File: config.mk
export PLATFORM = sky130hd
export DESIGN_NAME = adcif_port
export DESIGN_NICKNAME = d
export VERILOG_FILES = /design/src/rtl/adcif_pkg.sv /design/src/rtl/adcif_sync.sv /design/src/rtl/adcif_ctrl.sv /design/src/rtl/adcif_dp.sv /design/src/rtl/adcif_port.sv
export SDC_FILE = /design/constraint.sdc
export NUM_CORES = 1
export LEC_CHECK = 0
export BUFFER_PORTS_ARGS = -buffer_cell sky130_fd_sc_hd__buf_2
export CAP_MARGIN = 0
export CORE_UTILIZATION = 55
export DETAILED_ROUTE_END_ITERATION = 8
export PLACE_DENSITY = 0.76
export SLEW_MARGIN = 20
export SYNTH_ARGS = -nofsm -noshare
export SYNTH_HDL_FRONTEND = slang
export SYNTH_SLANG_ARGS = --single-unit
File: constraint.sdc
create_clock -name clk -period 2.4 [get_ports clk]
set_clock_uncertainty 0.2 [all_clocks]
set_input_delay 0.48 -clock clk [delete_from_list [all_inputs] [get_ports clk]]
set_output_delay 0.48 -clock clk [all_outputs]
set_load 0.01 [all_outputs]
File: src/rtl/adcif_pkg.sv
package adcif_pkg;
  localparam int FRAME_BITS = 16;
  localparam int OP_W = 4;
  localparam int CFG_W = FRAME_BITS - OP_W;

  typedef enum logic [OP_W-1:0] {
    OP_WAKE      = 4'hB,
    OP_READ_CFG  = 4'hC,
    OP_READ_DATA = 4'hD,
    OP_WRITE_CFG = 4'hE,
    OP_DEFAULT   = 4'hF
  } op_e;

  typedef struct packed {
    logic             frameStart;
    logic             sample;
    logic             sdiBit;
    logic             setChan;
    logic             wake;
    logic             loadDef;
    logic             writeCfg;
    logic             armRead;
    logic [CFG_W-1:0] data;
  } strobe_t;
endpackage

File: src/rtl/adcif_sync.sv
module adcif_sync #(
  parameter int   STAGES    = 2,
  parameter logic RESET_VAL = 1'b0
) (
  input  logic clk,
  input  logic rstN,
  input  logic din,
  output logic dout
);
  logic [STAGES-1:0] chain;

  generate
    if (STAGES == 1) begin : g_one
      always_ff @(posedge clk or negedge rstN) begin
        if (!rstN) chain <= RESET_VAL;
        else       chain <= din;
      end
    end else begin : g_many
      always_ff @(posedge clk or negedge rstN) begin
        if (!rstN) chain <= {STAGES{RESET_VAL}};
        else       chain <= {chain[STAGES-2:0], din};
      end
    end
  endgenerate

  assign dout = chain[STAGES-1];
endmodule

File: src/rtl/adcif_ctrl.sv
module adcif_ctrl
  import adcif_pkg::*;
#(
  parameter int NUM_CH      = 8,
  parameter int SYNC_STAGES = 2,
  localparam int CH_W       = $clog2(NUM_CH)
) (
  input  logic                  clk,
  input  logic                  rstN,
  input  logic                  sclkIn,
  input  logic                  csN,
  input  logic                  sdi,
  input  logic [FRAME_BITS-2:0] rxWord,
  output strobe_t               stb,
  output logic [CH_W-1:0]       chanVal,
  output logic                  csActive
);
  localparam int CNT_W = $clog2(FRAME_BITS + 1);

  logic sclkSync, csSync, sdiSync;
  logic sclkPrev, csPrev;
  logic [CNT_W-1:0] edgeCnt;
  logic sclkFall, csFall, sampleNow, shortDone, fullDone;
  logic [FRAME_BITS-1:0] newWord;
  logic [OP_W-1:0] opShort, opFull;

  adcif_sync #(.STAGES(SYNC_STAGES), .RESET_VAL(1'b1)) u_sclk (
    .clk(clk), .rstN(rstN), .din(sclkIn), .dout(sclkSync));
  adcif_sync #(.STAGES(SYNC_STAGES), .RESET_VAL(1'b1)) u_cs (
    .clk(clk), .rstN(rstN), .din(csN), .dout(csSync));
  adcif_sync #(.STAGES(SYNC_STAGES), .RESET_VAL(1'b0)) u_sdi (
    .clk(clk), .rstN(rstN), .din(sdi), .dout(sdiSync));

  always_ff @(posedge clk or negedge rstN) begin
    if (!rstN) begin
      sclkPrev <= 1'b1;
      csPrev   <= 1'b1;
    end else begin
      sclkPrev <= sclkSync;
      csPrev   <= csSync;
    end
  end

  assign csActive  = ~csSync;
  assign csFall    = csPrev & ~csSync;
  assign sclkFall  = sclkPrev & ~sclkSync;
  assign sampleNow = sclkFall && csActive && (edgeCnt < CNT_W'(FRAME_BITS));
  assign newWord   = {rxWord, sdiSync};
  assign shortDone = sampleNow && (edgeCnt == CNT_W'(OP_W - 1));
  assign fullDone  = sampleNow && (edgeCnt == CNT_W'(FRAME_BITS - 1));
  assign opShort   = newWord[OP_W-1:0];
  assign opFull    = newWord[FRAME_BITS-1 -: OP_W];
  assign chanVal   = opShort[CH_W-1:0];

  always_ff @(posedge clk or negedge rstN) begin
    if (!rstN)                   edgeCnt <= '0;
    else if (!csActive || csFall) edgeCnt <= '0;
    else if (sampleNow)          edgeCnt <= edgeCnt + 1'b1;
  end

  always_comb begin
    stb            = '0;
    stb.frameStart = csFall;
    stb.sample     = sampleNow;
    stb.sdiBit     = sdiSync;
    stb.data       = newWord[CFG_W-1:0];
    if (shortDone) begin
      if (opShort < OP_W'(NUM_CH)) begin
        stb.setChan = 1'b1;
        stb.wake    = 1'b1;
      end else if (opShort == OP_WAKE) begin
        stb.wake = 1'b1;
      end else if (opShort == OP_DEFAULT) begin
        stb.loadDef = 1'b1;
        stb.wake    = 1'b1;
      end
    end
    if (fullDone) begin
      if (opFull == OP_WRITE_CFG)     stb.writeCfg = 1'b1;
      else if (opFull == OP_READ_CFG) stb.armRead  = 1'b1;
    end
  end
endmodule

File: src/rtl/adcif_dp.sv
module adcif_dp
  import adcif_pkg::*;
#(
  parameter int               NUM_CH      = 8,
  parameter logic [CFG_W-1:0] CFG_DEFAULT = 12'h6F4,
  parameter int               NAP_BIT     = 2,
  localparam int              CH_W        = $clog2(NUM_CH)
) (
  input  logic                  clk,
  input  logic                  rstN,
  input  strobe_t               stb,
  input  logic [CH_W-1:0]       chanVal,
  input  logic                  csActive,
  input  logic                  convDone,
  input  logic [FRAME_BITS-1:0] convResult,
  output logic [FRAME_BITS-2:0] rxWord,
  output logic                  sdo,
  output logic [CFG_W-1:0]      cfgOut,
  output logic [CH_W-1:0]       chanSel,
  output logic                  awake
);
  logic [FRAME_BITS-1:0] resultHold;
  logic [FRAME_BITS-1:0] outShift;
  logic                  readPend;

  always_ff @(posedge clk or negedge rstN) begin
    if (!rstN)         resultHold <= '0;
    else if (convDone) resultHold <= convResult;
  end

  always_ff @(posedge clk or negedge rstN) begin
    if (!rstN) begin
      outShift <= '0;
      readPend <= 1'b0;
    end else if (stb.frameStart) begin
      outShift <= readPend ? {resultHold[FRAME_BITS-1 -: OP_W], cfgOut} : resultHold;
      readPend <= 1'b0;
    end else begin
      if (stb.sample)  outShift <= {outShift[FRAME_BITS-2:0], 1'b0};
      if (stb.armRead) readPend <= 1'b1;
    end
  end

  always_ff @(posedge clk or negedge rstN) begin
    if (!rstN)           rxWord <= '0;
    else if (stb.sample) rxWord <= {rxWord[FRAME_BITS-3:0], stb.sdiBit};
  end

  always_ff @(posedge clk or negedge rstN) begin
    if (!rstN)             cfgOut <= CFG_DEFAULT;
    else if (stb.writeCfg) cfgOut <= stb.data;
    else if (stb.loadDef)  cfgOut <= CFG_DEFAULT;
  end

  always_ff @(posedge clk or negedge rstN) begin
    if (!rstN)            chanSel <= '0;
    else if (stb.setChan) chanSel <= chanVal;
  end

  always_ff @(posedge clk or negedge rstN) begin
    if (!rstN)                            awake <= 1'b0;
    else if (stb.wake)                    awake <= 1'b1;
    else if (convDone && cfgOut[NAP_BIT]) awake <= 1'b0;
  end

  assign sdo = csActive & outShift[FRAME_BITS-1];
endmodule

File: src/rtl/adcif_port.sv
module adcif_port
  import adcif_pkg::*;
#(
  parameter int               NUM_CH      = 8,
  parameter logic [CFG_W-1:0] CFG_DEFAULT = 12'h6F4,
  parameter int               NAP_BIT     = 2,
  parameter int               SYNC_STAGES = 2,
  localparam int              CH_W        = $clog2(NUM_CH)
) (
  input  logic                  clk,
  input  logic                  rstN,
  input  logic                  sclkIn,
  input  logic                  csN,
  input  logic                  sdi,
  output logic                  sdo,
  input  logic                  convDone,
  input  logic [FRAME_BITS-1:0] convResult,
  output logic [CFG_W-1:0]      cfgOut,
  output logic [CH_W-1:0]       chanSel,
  output logic                  awake
);
  strobe_t               stb;
  logic [CH_W-1:0]       chanVal;
  logic                  csActive;
  logic [FRAME_BITS-2:0] rxWord;

  adcif_ctrl #(.NUM_CH(NUM_CH), .SYNC_STAGES(SYNC_STAGES)) u_ctrl (
    .clk(clk), .rstN(rstN), .sclkIn(sclkIn), .csN(csN), .sdi(sdi),
    .rxWord(rxWord), .stb(stb), .chanVal(chanVal), .csActive(csActive));

  adcif_dp #(.NUM_CH(NUM_CH), .CFG_DEFAULT(CFG_DEFAULT), .NAP_BIT(NAP_BIT)) u_dp (
    .clk(clk), .rstN(rstN), .stb(stb), .chanVal(chanVal), .csActive(csActive),
    .convDone(convDone), .convResult(convResult), .rxWord(rxWord), .sdo(sdo),
    .cfgOut(cfgOut), .chanSel(chanSel), .awake(awake));
endmodule

==> reports/metrics.yaml, run 1 <==
rsz0062_at_grt: "false"
met2_usage_pct: 35.13
placed_cells: 383
cts_tree: "yes"
startpoint: "u_ctrl.edgeCnt[0]$_DFFE_PN0P_"
multi_input_area_mm2: 0.001141
synthCells: 281
p_int_mw: 2.238
std_cell_rows: 27
use_met3_pct: 4.706
drt_iter0_drc: 174
synth_top_area_share_pct: 50.94
seqCellArea_mm2: 0.001943
max_slew_margin_pct: 66.98
drv_slew: 0
path_cells: "ha_1 -> and3_1 -> ha_1 -> and4b_1 -> and2_1 -> o21a_1 -> o22a_1"
yosysMostFrequentCell: "nand2_1"
post-route-cell-area_mm2: 0.003701
synth_common_cells: "nand2_1, dfrtp_1, a31oi_1, mux2_2, dfstp_2"
num_io_pins: 39
synth.distinct_cells: 33
syn_nets: 305
synthFlopType: "dfrtp_1"
yosysWarnings: 0
dp_hpwl_mm: 4.228
cp-end-kind: "flip-flop"
hp-class: "in -> reg"
pwr-share-seq_pct: 51.5
crit_buf_inv: 0
yosysTopAreaCell: "dfrtp_1"
comb_power_share_pct: 7.7
vdd_ir_drop_max_mv: 0.4262
insertion_delay_ns: 0.35
clockBufferDepth: 2
ys_ff_latch: 77
post-cts-setup-buffer-count: 0
final_util_pct: 67.21
cp.arrival_ns: 2.30
cp-start-kind: "flip-flop"
fin_crit_sh_pct: 92.32
tns_ns: 0
cts-root-buf: "clkbuf_8"
cap_violations: 0
clk_transition_reported_paths_ns: 0.08
ant_nets: 0
fin_crit_ns: 2.216
use_met1_pct: 31.75
initial_core_util_pct: 57.10
cts_buffers: 9
placed_area_mm2: 0.003443
wl_mm: 6.241
crit_path_top_delay_cell: "dfrtp_1"
grt_max_degree: 42
max_stage_delay_ns: 0.42
synth_async_sr_flop_share_pct: 100.0
finalNonFillerCells: 400
route.detailed.drc: 0
num_vias: 2218
dr.pass1.iters: 4
dieArea_mm2: 0.006023
cts_sinks: 77
worstReg2RegStart: "u_ctrl.edgeCnt[0]$_DFFE_PN0P_"
gp_congestion: 0.8306
cp_common_cell: "ha_1"
synth_area_mm2: 0.003144
max_freq_ghz: 0.4513
fillCellCount: 421
fin_ws_ns: 0.1843
hp-start: "csN"
diodes: 0
final-hold-violation-count: 0
grt_usage_pct: 23.02
crit_fanout: 7
switching_share_pct: 23.06
p_per_area_mw_per_mm2: 785.9
ys_seq_area_share_pct: 61.80
status: "complete, no violations"
synth_edf_count: 0
wl_per_cell_um: 15.60
busiest_layer: "met2"
fp.dieW_um: 77.61
grt_pass1_wl_mm: 10.46
p_sw_mw: 0.6708
hold_slack_ns: 0.02335
drive_above_1_share_pct: 28.96
area_growth_pct: 17.71
pre_cts_ws_ns: 0.2127
critPathTopFamily: "simple AND/OR/NAND/NOR gates"
core_area_mm2: 0.005507
htreeDepth: 3
setup_viol: 0
grt_pass1_vias: 2162
avgViaCountPerCell: 5.545
postSynthAreaPerCell_um2: 11.19
power_leakage_nw: 1.776
io_buffers: 38
crit_required_ns: 2.48
critPathKind: "reg -> reg"
gr-total-overflow: 0
tightest_slew_ns: 0.4828
synth_area_leaders: "dfrtp_1, dfstp_2, nand2_1"
clkPwrFrac_pct: 40.8
antenna_found_initial: 0
total_power_mw: 2.909
die_height_um: 77.61
final_nets: 347
power groups by stage:
stage | registers [mW] | logic [mW] | clock network (mW)
after CTS | 1.50 | 0.228 | 1.21
final | 1.50 | 0.224 | 1.19
after global routing | 1.51 | 0.256 | 1.25
after global placement | 1.52 | 0.217 | 0
after detailed placement | 1.52 | 0.224 | 0
after floorplan | 1.49 | 0.151 | 0
cells in the final DEF, fill, tap and decap left out, types with 3 or more instances in the layout:
master / instances
clkbuf_8: 10
dfrtp_1: 64
mux2_4: 3
dfstp_2: 13
nor2b_1: 12
and3_1: 4
buf_4: 7
o21ai_0: 4
a31oi_1: 16
o22a_1: 7
mux2_2: 16
a21oi_1: 3
nor2_1: 10
a211oi_1: 11
bufinv_16: 3
buf_2: 37
inv_1: 3
a22o_1: 5
nand2_1: 76
final cells by class:
cell class	instances	area share, %
tap	72	2.434
multi-input combinational	186	30.83
inverter	3	0.3043
sequential	77	52.50
clock inverter	6	2.975
clock buffer	10	3.719
timing repair buffer	46	7.235
cells by family (layout without fill, tap and decap cells):
group	count (synthesis)	in the layout	share of synthesized area, %
simple gates	113	113	16.16
fa+ha+maj	2	2	0.7957
xor+xnor	2	2	0.5572
flops	77	77	61.80
mux	20	20	7.481
buf+inv	18	65	2.188
compound gates	49	49	11.02
metal layers:
layer / vias up / share of wire (%) / wire (um)
met5: - / 0 / 0
met4: 0 / 2.1 / 131
met3: 12 / 3.4 / 212
met2: 48 / 48 / 2966
met1: 1097 / 47 / 2930
li1: 1061 / - / -
path summary, 6_finish.rpt:
kind	endpoint	slack (ns)	cells past startpoint
setup / recovery	u_dp.cfgOut[10]$_DFFE_PN1P_	0.18	7
hold / removal	u_ctrl.u_cs.chain[0]$_DFF_PN1_	0.02	1
setup reg to reg	u_dp.cfgOut[10]$_DFFE_PN1P_	0.18	7
hold reg to reg	u_ctrl.u_sdi.chain[1]$_DFF_PN0_	0.15	0
max in group asynchronous	u_dp.cfgOut[10]$_DFFE_PN1P_	0.93	3
min in group asynchronous	u_dp.outShift[13]$_DFFE_PN0P_	0.43	2
state kept, by name, summed over array words and instances (netlist names):
signal               cells
u_ctrl.csPrev            1
u_dp.awake               1
u_dp.cfgOut             12
u_dp.outShift           16
u_ctrl.u_cs.chain        2
u_ctrl.u_sclk.chain      2
u_dp.rxWord             15
u_ctrl.sclkPrev          1
u_dp.chanSel             3
u_ctrl.edgeCnt           5
u_dp.readPend            1
u_dp.resultHold         16
u_ctrl.u_sdi.chain       2
timing repair:
item | CTS | global route
hold buffers | 1 | 0
resized for setup | 0 | 0
endpoints found under the hold margin | 30 | 0
No activity file was read; power rests on OpenSTA's default activity.
==> inputs of run 2 (changes only) <==
Settings changed: CORE_MARGIN from default to 5.
==> reports/metrics.yaml, run 2 (same netlist as run 1, synthesis figures left out) <==
status: "complete, no violations"  # unchanged
tightest_slew_ns: 0.4832  # was 0.4828 ns
crit_required_ns: 2.48  # about the same
cap_violations: 0  # unchanged
vdd_ir_drop_max_mv: 0.4477  # was 0.4262 mV
cts_buffers: 9  # unchanged
max_slew_margin_pct: 67.79  # was 66.98%
drive_above_1_share_pct: 29.18  # was 28.96%
cts_tree: "yes"  # unchanged
die_height_um: 85.61  # was 77.61 um
grt_pass1_wl_mm: 11.03  # was 10.46 mm
dp_hpwl_mm: 4.395  # was 4.228 mm
initial_core_util_pct: 56.75  # was 57.10%
clkPwrFrac_pct: 36.2  # was 40.8%
pwr-share-seq_pct: 55.5  # was 51.5%
max_freq_ghz: 0.4598  # was 0.4513 GHz
tns_ns: 0  # unchanged
cp-start-kind: "flip-flop"  # unchanged
p_per_area_mw_per_mm2: 738.2  # was 785.9 mW/mm^2
comb_power_share_pct: 8.4  # was 7.7%
htreeDepth: 3  # unchanged
reg_top3: "u_dp.outShift: 16 flops, u_dp.resultHold: 16 flops, u_dp.rxWord: 15 flops"  # unchanged
setup_viol: 0  # unchanged
grt_usage_pct: 19.17  # was 23.02%
p_sw_mw: 0.6764  # was 0.6708 mW
clk_transition_reported_paths_ns: 0.08  # about the same
switching_share_pct: 25.03  # was 23.06%
drv_slew: 0  # unchanged
wl_mm: 6.420  # was 6.241 mm
hold_slack_ns: 0.02022  # was 0.02335 ns
placed_area_mm2: 0.003451  # was 0.003443 mm^2
core_area_mm2: 0.005540  # was 0.005507 mm^2
num_io_pins: 39  # unchanged
num_vias: 2237  # was 2218
layout_common_cells: "nand2_1, dfrtp_1, buf_2, a31oi_1, mux2_2"  # unchanged
p_int_mw: 2.026  # was 2.238 mW
route.detailed.drc: 0  # unchanged
hp-class: "in -> reg"  # unchanged
cts-root-buf: "clkbuf_8"  # unchanged
insertion_delay_ns: 0.35  # about the same
grt_pass1_vias: 2161  # was 2162
worstReg2RegStart: "u_ctrl.edgeCnt[0]$_DFFE_PN0P_"  # unchanged
antenna_found_initial: 0  # unchanged
dieArea_mm2: 0.007329  # was 0.006023 mm^2
final-hold-violation-count: 0  # unchanged
grt_max_degree: 38  # was 42
avgViaCountPerCell: 5.579  # was 5.545
fp.dieW_um: 85.61  # was 77.61 um
final_common_cell: "nand2_1"  # unchanged
crit_fanout: 7  # unchanged
fin_crit_ns: 2.175  # was 2.216 ns
wl_per_cell_um: 16.01  # was 15.60 um
power_leakage_nw: 1.757  # was 1.776 nW
dr.pass1.iters: 5  # was 4
post_cts_resized: 0  # unchanged
rsz0062_at_grt: "false"  # unchanged
startpoint: "u_ctrl.edgeCnt[0]$_DFFE_PN0P_"  # unchanged
gp_congestion: 0.8571  # was 0.8306
cp.arrival_ns: 2.25  # was 2.30 ns
gr-total-overflow: 0  # unchanged
fin_crit_sh_pct: 90.62  # was 92.32%
fillCellCount: 433  # was 421
cts_sinks: 77  # unchanged
diodes: 0  # unchanged
hp-start: "sclkIn"  # was csN
total_power_mw: 2.703  # was 2.909 mW
critPathKind: "reg -> reg"  # unchanged
clockBufferDepth: 2  # unchanged
cp-end-kind: "flip-flop"  # unchanged
io_buffers: 38  # unchanged
ant_nets: 0  # unchanged
drt_iter0_drc: 86  # was 174
final_nets: 348  # was 347
area_growth_pct: 16.43  # was 17.71%
std_cell_rows: 27  # unchanged
post-route-cell-area_mm2: 0.003661  # was 0.003701 mm^2
run 2: path summary, 6_finish.rpt:
path / end / slack, ns / cells past startpoint
min: u_ctrl.u_sclk.chain[0]$_DFF_PN1_ / 0.02 / 1
max: u_dp.cfgOut[4]$_DFFE_PN1P_ / 0.23 / 7
max in group asynchronous: u_dp.cfgOut[2]$_DFFE_PN1P_ / 0.97 / 3
max reg2reg: u_dp.cfgOut[4]$_DFFE_PN1P_ / 0.23 / 7
min in group asynchronous: u_dp.resultHold[3]$_DFFE_PN0P_ / 0.43 / 2
min reg2reg: u_ctrl.u_cs.chain[1]$_DFF_PN1_ / 0.15 / 0
run 2: layout make-up:
class / instances / area [um^2] / share of cell area [%]
Tap cell: 72 / 90.09 / 2.461
Timing Repair Buffer: 47 / 275.3 / 7.519
Multi-Input combinational cell: 186 / 1141 / 31.17
Clock inverter: 6 / 62.56 / 1.709
Clock buffer: 10 / 137.6 / 3.759
Sequential cell: 77 / 1943 / 53.08
Inverter: 3 / 11.26 / 0.3076
run 2: power by group through the flow:
stage          Combinational [mW]  Sequential [mW]  Clock [mW]
2_1_floorplan               0.151             1.49           0
3_3_place_gp                0.218             1.52           0
3_5_place_dp                0.228             1.52           0
4_1_cts                     0.231             1.50       0.990
5_1_grt                     0.262             1.51        1.05
6_report                    0.226             1.50       0.977
run 2: metal layers:
layer | vias up | part of all wire [%] | GRT usage [%] | wire length, um
li1 | 1059 | - | - | -
met1 | 1109 | 47 | 27.95 | 3032
met2 | 58 | 46 | 27.33 | 2973
met3 | 11 | 4.7 | 4.611 | 302
met4 | 0 | 1.7 | 8.345 | 112
met5 | - | 0 | 0 | 0
run 2: critical path: stages (launching register included):
cell and delay [ns]:
dfrtp_1 0.41, ha_1 0.23, and3_1 0.19, ha_1 0.17, and4b_1 0.21, and2_1 0.18
o21a_1 0.28, o22a_1 0.24
run 2: stage by stage:
stage | utilization (%) | worst slack (ns) | cells
finish | 66.08 | 0.2250 | 401
global route | 66.08 | 0.1415 | 401
CTS | 66.08 | 0.2327 | 401
detailed placement | 62.29 | 0.2403 | 384
global placement | 62.29 | 0.3139 | 384
floorplan | - | 0.2767 | 281
run 2: repair_timing:
item	CTS	global route
setup buffers	0	0
endpoints found under the hold margin	29	0
endpoints found under the setup margin	0	0
hold buffers	1	0
==> inputs of run 3 (changes only) <==
Settings changed: CELL_PAD_IN_SITES_DETAIL_PLACEMENT from default to 0, CELL_PAD_IN_SITES_GLOBAL_PLACEMENT from default to 2, CORE_UTILIZATION 55 to 37, PLACE_DENSITY 0.76 to 0.77.
==> reports/metrics.yaml, run 3 (same netlist as run 1, synthesis figures left out) <==
status: "complete, no violations"  # unchanged
crit_path_top_delay_cell: "dfrtp_1"  # unchanged
fp.dieW_um: 102.2  # was 85.61 um
fin_crit_ns: 2.166  # was 2.175 ns
cts_sinks: 77  # unchanged
grt_pass1_vias: 2298  # was 2161
gp_congestion: 0.7738  # was 0.8571
num_io_pins: 39  # unchanged
drv_slew: 0  # unchanged
power_leakage_nw: 1.772  # was 1.757 nW
fin_crit_sh_pct: 90.25  # was 90.62%
reg_top3: "u_dp.outShift: 16 flops, u_dp.resultHold: 16 flops, u_dp.rxWord: 15 flops"  # unchanged
cap_violations: 0  # unchanged
grt_pass1_wl_mm: 11.33  # was 11.03 mm
avgViaCountPerCell: 4.952  # was 5.579
post-cts-setup-buffer-count: 0  # unchanged
dp_hpwl_mm: 4.736  # was 4.395 mm
final_nets: 350  # was 348
rsz0062_at_grt: "false"  # unchanged
crit_buf_inv: 0  # unchanged
drt_iter0_drc: 74  # was 86
p_per_area_mw_per_mm2: 752.2  # was 738.2 mW/mm^2
diodes: 0  # unchanged
dieArea_mm2: 0.01044  # was 0.007329 mm^2
whs_path_depth: 1  # unchanged
rrSetupSlack_ns: 0.23  # about the same
cp-end-kind: "flip-flop"  # unchanged
drive_above_1_share_pct: 28.70  # was 29.18%
hp-class: "in -> reg"  # unchanged
worst_r2r_path_depth: 7  # unchanged
core_area_mm2: 0.008258  # was 0.005540 mm^2
post_cts_resized: 0  # unchanged
reg2reg_to: "u_dp.cfgOut[4]$_DFFE_PN1P_"  # unchanged
num_vias: 2159  # was 2237
std_cell_rows: 33  # was 27
path_depth: 7  # unchanged
layout_common_cells: "nand2_1, dfrtp_1, buf_2, a31oi_1, mux2_2"  # unchanged
route.detailed.drc: 0  # unchanged
final_common_cell: "nand2_1"  # unchanged
max_stage_delay_ns: 0.41  # about the same
path_cells: "ha_1 -> and3_1 -> ha_1 -> and4b_1 -> and2_1 -> o21a_1 -> o22a_1"  # unchanged
cts-root-buf: "clkbuf_8"  # unchanged
io_buffers: 38  # unchanged
clockBufferDepth: 2  # unchanged
ant_nets: 0  # unchanged
cts_buffers: 9  # unchanged
tns_ns: 0  # unchanged
tightest_slew_ns: 0.3998  # was 0.4832 ns
worstReg2RegStart: "u_ctrl.edgeCnt[0]$_DFFE_PN0P_"  # unchanged
grt_usage_pct: 14.21  # was 19.17%
hp-start: "sdi"  # was sclkIn
wl_mm: 6.785  # was 6.420 mm
critPathTopFamily: "simple AND/OR/NAND/NOR gates"  # unchanged
crit_required_ns: 2.47  # was 2.48 ns
cp_common_cell: "ha_1"  # unchanged
cp-start-kind: "flip-flop"  # unchanged
area_growth_pct: 18.78  # was 16.43%
critPathKind: "reg -> reg"  # unchanged
antenna_found_initial: 0  # unchanged
max_freq_ghz: 0.4617  # was 0.4598 GHz
setup_viol: 0  # unchanged
holdPathEnd: "u_ctrl.u_sdi.chain[0]$_DFF_PN0_"  # was u_ctrl.u_sclk.chain[0]$_DFF_PN1_
htreeDepth: 3  # unchanged
cts_hold_buf: 1  # unchanged
max_slew_margin_pct: 72.66  # was 67.79%
die_height_um: 102.2  # was 85.61 um
dr.pass1.iters: 4  # was 5
gr-total-overflow: 0  # unchanged
pre_cts_ws_ns: 0.2468  # was 0.2403 ns
final-hold-violation-count: 0  # unchanged
crit_fanout: 7  # unchanged
vdd_ir_drop_max_mv: 0.3571  # was 0.4477 mV
insertion_delay_ns: 0.34  # was 0.35 ns
cp.arrival_ns: 2.24  # was 2.25 ns
grt_max_degree: 38  # unchanged
cts_tree: "yes"  # unchanged
initial_core_util_pct: 38.08  # was 56.75%
fin_ws_ns: 0.2340  # was 0.2250 ns
clk_transition_reported_paths_ns: 0.08  # about the same
wl_per_cell_um: 15.56  # was 16.01 um
-- run 3: worst max path at each step --
stage | from | to | slack, ns
floorplan | u_ctrl.edgeCnt[0]$_DFFE_PN0P_ | u_dp.cfgOut[0]$_DFFE_PN0P_ | 0.28
finish | u_ctrl.edgeCnt[0]$_DFFE_PN0P_ | u_dp.cfgOut[4]$_DFFE_PN1P_ | 0.23
CTS | u_ctrl.edgeCnt[0]$_DFFE_PN0P_ | u_dp.cfgOut[4]$_DFFE_PN1P_ | 0.23
global placement | u_ctrl.edgeCnt[0]$_DFFE_PN0P_ | u_dp.cfgOut[7]$_DFFE_PN1P_ | 0.29
detailed placement | u_ctrl.edgeCnt[0]$_DFFE_PN0P_ | u_dp.cfgOut[10]$_DFFE_PN1P_ | 0.25
global route | u_ctrl.edgeCnt[0]$_DFFE_PN0P_ | u_dp.cfgOut[4]$_DFFE_PN1P_ | 0.11
-- run 3: metal layers --
metal  up-vias  part of all wire (%)  GRT usage, %
li1       1061                     -             -
met2        31                    47         21.79
met1      1058                    47         19.34
met5         -                     0             0
met4         0                   1.8         5.449
met3         9                   4.1         3.754
-- run 3: final cells by class --
cell class	instances	area, um^2
sequential	77	1943
clock buffer	11	141.4
clock inverter	5	83.83
fill	793	4523
multi-input combinational	186	1141
inverter	3	11.26
timing repair buffer	49	282.8
tap	105	131.4
-- run 3: per-stage QoR --
stage                     hold slack [ns]  instance area, um^2  std cells  util, %  power, mW
final                             0.03702                 3735        436    45.23      2.809
after global routing              0.01943                 3735        436    45.23      2.946
after CTS                        0.003993                 3715        434    44.98      2.847
after floorplan                  -0.01559                 3144        281        -      1.643
after global placement             0.1343                 3480        417    42.14      1.745
after detailed placement           0.1394                 3480        417    42.14      1.753
-- run 3: power breakdown --
| group | switching [mW] | internal, mW | total [mW] |
|---|---|---|---|
| Clock | 0.471 | 0.616 | 1.09 |
| Combinational | 0.117 | 0.108 | 0.224 |
| Sequential | 0.0834 | 1.41 | 1.50 |
| Total | 0.671 | 2.14 | 2.81 |
